===== src/rtl/wdog_pkg.sv =====
package wdog_pkg;
    localparam int ADDR_W = 3;

    localparam logic [ADDR_W-1:0] A_LOAD  = 3'd0;
    localparam logic [ADDR_W-1:0] A_COUNT = 3'd1;
    localparam logic [ADDR_W-1:0] A_CTRL  = 3'd2;
    localparam logic [ADDR_W-1:0] A_CLEAR = 3'd3;
    localparam logic [ADDR_W-1:0] A_RAW   = 3'd4;
    localparam logic [ADDR_W-1:0] A_MASK  = 3'd5;
    localparam logic [ADDR_W-1:0] A_LOCK  = 3'd6;

    typedef enum logic [1:0] {
        ST_IDLE,
        ST_IDLE_PEND,
        ST_RUN,
        ST_PEND
    } wd_state_e;

    typedef struct packed {
        logic nmi_sel;
        logic rst_en;
        logic en;
    } wd_ctrl_t;

    localparam int CTRL_W = $bits(wd_ctrl_t);
endpackage


===== src/rtl/wdog_counter.sv =====
module wdog_counter #(
    parameter int CNT_W = 32
) (
    input  logic             clk,
    input  logic             rst_n,
    input  logic             preload,
    input  logic [CNT_W-1:0] preload_val,
    input  logic             dec,
    output logic [CNT_W-1:0] cnt,
    output logic             zero
);
    always_ff @(posedge clk or negedge rst_n) begin
        if (!rst_n)       cnt <= '1;
        else if (preload) cnt <= preload_val;
        else if (dec)     cnt <= cnt - 1'b1;
    end

    assign zero = (cnt == '0);
endmodule


===== src/rtl/wdog_regs.sv =====
module wdog_regs
    import wdog_pkg::*;
#(
    parameter int               CNT_W      = 32,
    parameter logic [CNT_W-1:0] UNLOCK_KEY = 32'hC0DE_5AFE
) (
    input  logic              clk,
    input  logic              rst_n,
    input  logic              wr_en,
    input  logic [ADDR_W-1:0] addr,
    input  logic [CNT_W-1:0]  wdata,
    input  logic [CNT_W-1:0]  cnt,
    input  logic              raw,
    output logic [CNT_W-1:0]  load_q,
    output wd_ctrl_t          ctrl_q,
    output logic              lock_q,
    output logic              load_wr,
    output logic              clr_wr,
    output logic [CNT_W-1:0]  rdata
);
    localparam int PAD_W = CNT_W - CTRL_W;

    logic wr_open;
    logic ctrl_wr;

    assign wr_open = wr_en && !lock_q;
    assign load_wr = wr_open && (addr == A_LOAD);
    assign ctrl_wr = wr_open && (addr == A_CTRL);
    assign clr_wr  = wr_open && (addr == A_CLEAR);

    always_ff @(posedge clk or negedge rst_n) begin
        if (!rst_n) begin
            load_q <= '1;
            ctrl_q <= '0;
            lock_q <= 1'b0;
        end else begin
            if (load_wr) load_q <= wdata;
            if (ctrl_wr) ctrl_q <= wd_ctrl_t'(wdata[CTRL_W-1:0]);
            if (wr_en && addr == A_LOCK) lock_q <= (wdata != UNLOCK_KEY);
        end
    end

    always_comb begin
        case (addr)
            A_LOAD:  rdata = load_q;
            A_COUNT: rdata = cnt;
            A_CTRL:  rdata = {{PAD_W{1'b0}}, ctrl_q};
            A_RAW:   rdata = {{(CNT_W-1){1'b0}}, raw};
            A_MASK:  rdata = {{(CNT_W-1){1'b0}}, raw & ctrl_q.en};
            A_LOCK:  rdata = {{(CNT_W-1){1'b0}}, lock_q};
            default: rdata = '0;
        endcase
    end
endmodule


===== src/rtl/wdog_fsm.sv =====
module wdog_fsm
    import wdog_pkg::*;
(
    input  logic     clk,
    input  logic     rst_n,
    input  wd_ctrl_t ctrl,
    input  logic     zero,
    input  logic     clr,
    input  logic     load_wr,
    output logic     preload,
    output logic     dec,
    output logic     running,
    output logic     raw,
    output logic     irq_o,
    output logic     nmi_o,
    output logic     sys_rst_o
);
    wd_state_e st, nxt;
    logic      enable_hit;
    logic      timeout;
    logic      escalate;

    // state register
    always_ff @(posedge clk or negedge rst_n) begin
        if (!rst_n) st <= ST_IDLE;
        else        st <= nxt;
    end

    // transitions
    always_comb begin
        nxt        = st;
        enable_hit = 1'b0;
        timeout    = 1'b0;
        unique case (st)
            ST_IDLE: begin
                if (ctrl.en) begin
                    nxt        = ST_RUN;
                    enable_hit = 1'b1;
                end
            end
            ST_IDLE_PEND: begin
                if (ctrl.en) begin
                    nxt        = ST_PEND;
                    enable_hit = 1'b1;
                end else if (clr) begin
                    nxt = ST_IDLE;
                end
            end
            ST_RUN: begin
                if (!ctrl.en) begin
                    nxt = ST_IDLE;
                end else if (zero) begin
                    nxt     = ST_PEND;
                    timeout = 1'b1;
                end
            end
            ST_PEND: begin
                if (!ctrl.en) begin
                    nxt = ST_IDLE_PEND;
                end else if (zero) begin
                    timeout = 1'b1;
                    nxt     = clr ? ST_RUN : ST_PEND;
                end else if (clr) begin
                    nxt = ST_RUN;
                end
            end
        endcase
    end

    assign running  = (st == ST_RUN) || (st == ST_PEND);
    assign raw      = (st == ST_PEND) || (st == ST_IDLE_PEND);
    assign escalate = timeout && (st == ST_PEND) && ctrl.rst_en;
    assign preload  = enable_hit || timeout || (load_wr && running);
    assign dec      = running && ctrl.en;
    assign irq_o    = raw && ctrl.en && !ctrl.nmi_sel;
    assign nmi_o    = raw && ctrl.en &&  ctrl.nmi_sel;

    // registered reset request
    always_ff @(posedge clk or negedge rst_n) begin
        if (!rst_n) sys_rst_o <= 1'b0;
        else        sys_rst_o <= escalate;
    end
endmodule


===== src/rtl/wdog_two_stage.sv =====
module wdog_two_stage
    import wdog_pkg::*;
#(
    parameter int               CNT_W      = 32,
    parameter logic [CNT_W-1:0] UNLOCK_KEY = 32'hC0DE_5AFE
) (
    input  logic              clk,
    input  logic              rst_n,
    input  logic              wr_en,
    input  logic [ADDR_W-1:0] addr,
    input  logic [CNT_W-1:0]  wdata,
    output logic [CNT_W-1:0]  rdata,
    output logic              irq_o,
    output logic              nmi_o,
    output logic              sys_rst_o
);
    logic [CNT_W-1:0] load_q;
    logic [CNT_W-1:0] cnt;
    logic [CNT_W-1:0] preload_val;
    wd_ctrl_t         ctrl_q;
    logic             lock_q;
    logic             load_wr;
    logic             clr_wr;
    logic             raw;
    logic             zero;
    logic             preload;
    logic             dec;
    logic             running;

    wdog_regs #(.CNT_W(CNT_W), .UNLOCK_KEY(UNLOCK_KEY)) regs_i (
        .clk(clk), .rst_n(rst_n), .wr_en(wr_en), .addr(addr), .wdata(wdata),
        .cnt(cnt), .raw(raw), .load_q(load_q), .ctrl_q(ctrl_q),
        .lock_q(lock_q), .load_wr(load_wr), .clr_wr(clr_wr), .rdata(rdata)
    );

    // a load write in flight supplies the new value directly
    assign preload_val = load_wr ? wdata : load_q;

    wdog_counter #(.CNT_W(CNT_W)) cnt_i (
        .clk(clk), .rst_n(rst_n), .preload(preload), .preload_val(preload_val),
        .dec(dec), .cnt(cnt), .zero(zero)
    );

    wdog_fsm fsm_i (
        .clk(clk), .rst_n(rst_n), .ctrl(ctrl_q), .zero(zero), .clr(clr_wr),
        .load_wr(load_wr), .preload(preload), .dec(dec), .running(running),
        .raw(raw), .irq_o(irq_o), .nmi_o(nmi_o), .sys_rst_o(sys_rst_o)
    );
endmodule


===== config.mk =====
export PLATFORM = sky130hd
export DESIGN_NAME = wdog_two_stage
export DESIGN_NICKNAME = d
export VERILOG_FILES = /design/src/rtl/wdog_pkg.sv /design/src/rtl/wdog_counter.sv /design/src/rtl/wdog_regs.sv /design/src/rtl/wdog_fsm.sv /design/src/rtl/wdog_two_stage.sv
export SDC_FILE = /design/constraint.sdc
export NUM_CORES = 1
export LEC_CHECK = 0
export BUFFER_PORTS_ARGS = -buffer_cell sky130_fd_sc_hd__buf_2
export CAP_MARGIN = 5
export CORE_MARGIN = 2
export CORE_UTILIZATION = 35
export DETAILED_ROUTE_END_ITERATION = 16
export GPL_TIMING_DRIVEN = 0
export PLACE_DENSITY_LB_ADDON = 0.2
export SYNTH_ARGS = -nofsm -noshare
export SYNTH_HDL_FRONTEND = slang
export SYNTH_SLANG_ARGS = --single-unit

===== constraint.sdc =====
create_clock -name clk -period 3.5 [get_ports clk]
set_clock_uncertainty 0.2 [all_clocks]
set_input_delay 0.7 -clock clk [delete_from_list [all_inputs] [get_ports clk]]
set_output_delay 0.7 -clock clk [all_outputs]
set_load 0.05 [all_outputs]

==> metrics.md <==
| Metric | Value |
|---|---|
| Synth Area in Adders | `1.65%` |
| Final instance area | `5420 um2` |
| Crit share post-route | `slightly below 100%` |
| Vias in the first global route | `4166` |
| Initial Utilization | `35.9%` |
| Placed cell areas | `between 5000 and 6000 um2` |
| ANT cells | `0` |
| First-pass GRT wire length | `23800 um` |
| Main combinational cell family by area after synthesis | `simple AND/OR/NAND/NOR gates` |
| Post-route ant nets | `0` |
| Seq/Total Area, Yosys | `40.8%` |
| Yosys top cell area share | `37.0%` |
| H-tree levels | `3` |
| Sink Count | `71` |
| VDD IR-drop max | `roughly 0.33 mV` |
| NetSw | `1.68 mW` |
| Slew Limit Fails | `0` |
| Layout Nets | `approximately 600` |
| Worst Hold Class | `reg2reg` |
| Cell taking the most area after synthesis | `dfstp_2` |
| RePlAce Congestion | `0.926` |
| Num ports | `73` |
| Startpoint type of the worst setup path | `input port` |
| Area contributors post-synth | `dfstp_2 37%, mux2_2 9.7%, a22o_1 5.6%` |
| Vias per std cell | `5.88` |
| Num CTS Buffers | `9` |
| Worst EP arrival | `~2.5 ns` |
| TNS Setup | `0 ns` |
| Post-synth EDFFs | `0` |
| Netlist cell types | `52` |
| Grt ovf | `0` |
| Post-synth design cell area | `4550 um2` |
| Worst slew pin tran | `around 1.1 ns` |
| Outcome | `complete, no violations` |
| 1st-iter DRT viols | `330` |
| Clk slew on worst S/H paths | `0.05 ns` |
| Post-route minimum period | `~3.4 ns` |
| Largest net degree at the start of global routing | `38` |
| Mux cell area share after synthesis | `12.6%` |
| WS Path Type | `in2out` |
| Fin. Hold Viols | `0` |
| Overall die height | `118 um` |
| DRC Markers | `0` |
| Die W | `roughly 120 um` |
| Sequential power share | `between 30% and 40%` |
| Dpl cells | `around 700` |
| Final Routed Wirelength | `15200 um` |
| Slew headroom | `approximately 25%` |
| 1st-pass router iterations | `4` |
| CTS max path bufs | `2` |
| MaxCap Viol Count | `0` |
| Synth Area in Compound Gates | `16.6%` |
| Net Count, Synth | `approximately 510` |
| Post-Place Worst Slack | `-0.467 ns` |
| Hpwl dp | `10800 um` |
| Row cnt | `41` |
| Int Pwr | `~2.3 mW` |
| Port Buffers | `72` |
| Post-Syn Area per Cell | `9.68 um2` |
| Worst skew pair latency | `0.35 ns` |
| Synth Register Bits | `71` |
| Layout cell share with drive strength beyond 1 | `37.5%` |
| Max Clock Freq | `293 MHz` |
| Worst Hold Slack | `0.321 ns` |
| Root buffer cell | `clkbuf_16` |
| CTS tree | `done` |
| Core box area | `12700 um2` |
| Post-route worst setup slack | `0.0921 ns` |
| Routed length per placed instance | `20.8 um` |
| Clk pwr share | `20.8%` |
| Simple-gate share of the synthesized area | `a little under a quarter` |
| CP Max Fanout | `10` |
| GRT Overall Usage | `around 22%` |
| Non-filler cells, final | `730` |
| Ys Warns | `0` |
| Area Growth Syn to Fin | `19.2%` |
| WP data required | `2.60 ns` |
| Initial antenna violation count | `0` |
| Vias | `around 4300` |
| Power density cells | `743 nW/um2` |
| Die area | `13900 um2` |
| Synth Flop Type | `dfstp_2` |
| Hold buffers post-CTS | `0` |
| Most frequent cells in the layout | `78 x buf_2, 64 x dfstp_2, 39 x mux2_2` |
| Switching share of power | `41.7%` |
| Finish-stage setup viols | `0` |
| Comb power frac | `41.1%` |
| Commonest non-fill, non-tap cell in the layout | `buf_2` |
| Async set-reset flop share out of synthesis | `100%` |
| Leakage power | `~2.2 nW` |
| Cells after Synth | `470` |
| Worst Setup End Kind | `primary output` |
| Xor/xnor share of the synthesized area | `0%` |
routing by layer:
metal	global-route usage (%)	vias to the layer above	wire length (um)
li1	-	1986	-
met2	35.4	159	7130
met5	0	-	0
met3	3.34	20	827
met4	8.51	0	286
met1	30.9	2126	6930
critical path, stage by stage:
cell,delay [ns]
buf_2,0.08
clkbuf_1,0.35
nor2_1,0.11
and2_1,0.19
clkbuf_2,0.27
clkbuf_4,0.30
a22o_1,0.28
buf_2,0.22
stage by stage:
step	utilization, %	power, mW
5_1_grt	42.8	4.27
4_1_cts	42.7	4.02
3_5_place_dp	40.6	3.16
6_report	42.8	4.03
3_3_place_gp	40.5	3.13
2_1_floorplan	-	2.63
final cells by class:
cell class              instances  area (um2)
inverters                      16        60.1
flip-flops and latches         71        1860
plain buffers                  39         193
fillers                      1302        7250
multi-input cells             343        2450
repair buffers                 73         383
clock inverters                 1        5.00
well taps                     172         215
clock buffers                  15         258
cell usage after synthesis, types with 3 or more instances:
| master | count |
|---|---|
| or3_1 | 4 |
| nand2_1 | 17 |
| dfstp_2 | 64 |
| clkbuf_1 | 21 |
| ha_1 | 6 |
| nor2_1 | 27 |
| nor4_1 | 22 |
| o2bb2a_1 | 4 |
| buf_2 | 7 |
| nand4_1 | 17 |
| a311oi_1 | 3 |
| o21ai_0 | 18 |
| mux2i_1 | 12 |
| o31a_1 | 4 |
| o22a_1 | 3 |
| inv_1 | 16 |
| mux2_2 | 39 |
| buf_1 | 8 |
| a22o_1 | 29 |
| nor3_1 | 33 |
| a21oi_1 | 15 |
| and4_1 | 7 |
| a221o_1 | 3 |
| o31ai_1 | 3 |
| a22oi_1 | 7 |
| nand3_1 | 18 |
| dfrtp_1 | 7 |
| or4_1 | 9 |
| nand4b_1 | 5 |
| and3_1 | 6 |
| buf_6 | 4 |
path summary, 6_finish.rpt:
kind,start,to,slack [ns],cells after the start
worst max-delay path,addr[1],rdata[29],0.09,8
worst min-delay path,cnt_i.cnt[13],cnt_i.cnt[13],0.32,2
worst max register to register,cnt_i.cnt[4],cnt_i.cnt[4],0.24,8
worst min register to register,cnt_i.cnt[13],cnt_i.cnt[13],0.32,2
max in group asynchronous,rst_n,regs_i.load_q[1],2.34,2
min in group asynchronous,rst_n,cnt_i.cnt[15],0.45,1
what timing repair did:
item,in CTS,in global routing
pin swaps,0,0
setup buffers,0,0
gates resized for setup,3,4
endpoints found under the setup margin,10,47
power by group through the flow:
stage / clock [mW] / combinational [mW] / sequential (mW)
CTS: 0.858 / 1.64 / 1.52
global route: 0.890 / 1.80 / 1.58
finish: 0.837 / 1.66 / 1.53
global placement: 0 / 1.61 / 1.52
detailed placement: 0 / 1.63 / 1.53
floorplan: 0 / 1.19 / 1.44
flip-flops by register name, summed over array words and instances (netlist names):
name             cells
cnt_i.cnt           32
fsm_i.st             2
fsm_i.sys_rst_o      1
regs_i.ctrl_q        3
regs_i.load_q       32
regs_i.lock_q        1
logic make-up (layout without fill, tap and decap cells):
| logic type | after synthesis | count (layout) |
|---|---|---|
| AOI/OAI and AO/OA | 102 | 102 |
| muxes | 52 | 52 |
| and+or+nand+nor | 183 | 183 |
| buffers and inverters | 56 | 144 |
| DFF | 71 | 71 |
| adders and majority gates | 6 | 6 |
(Power assumes the default switching activity.)
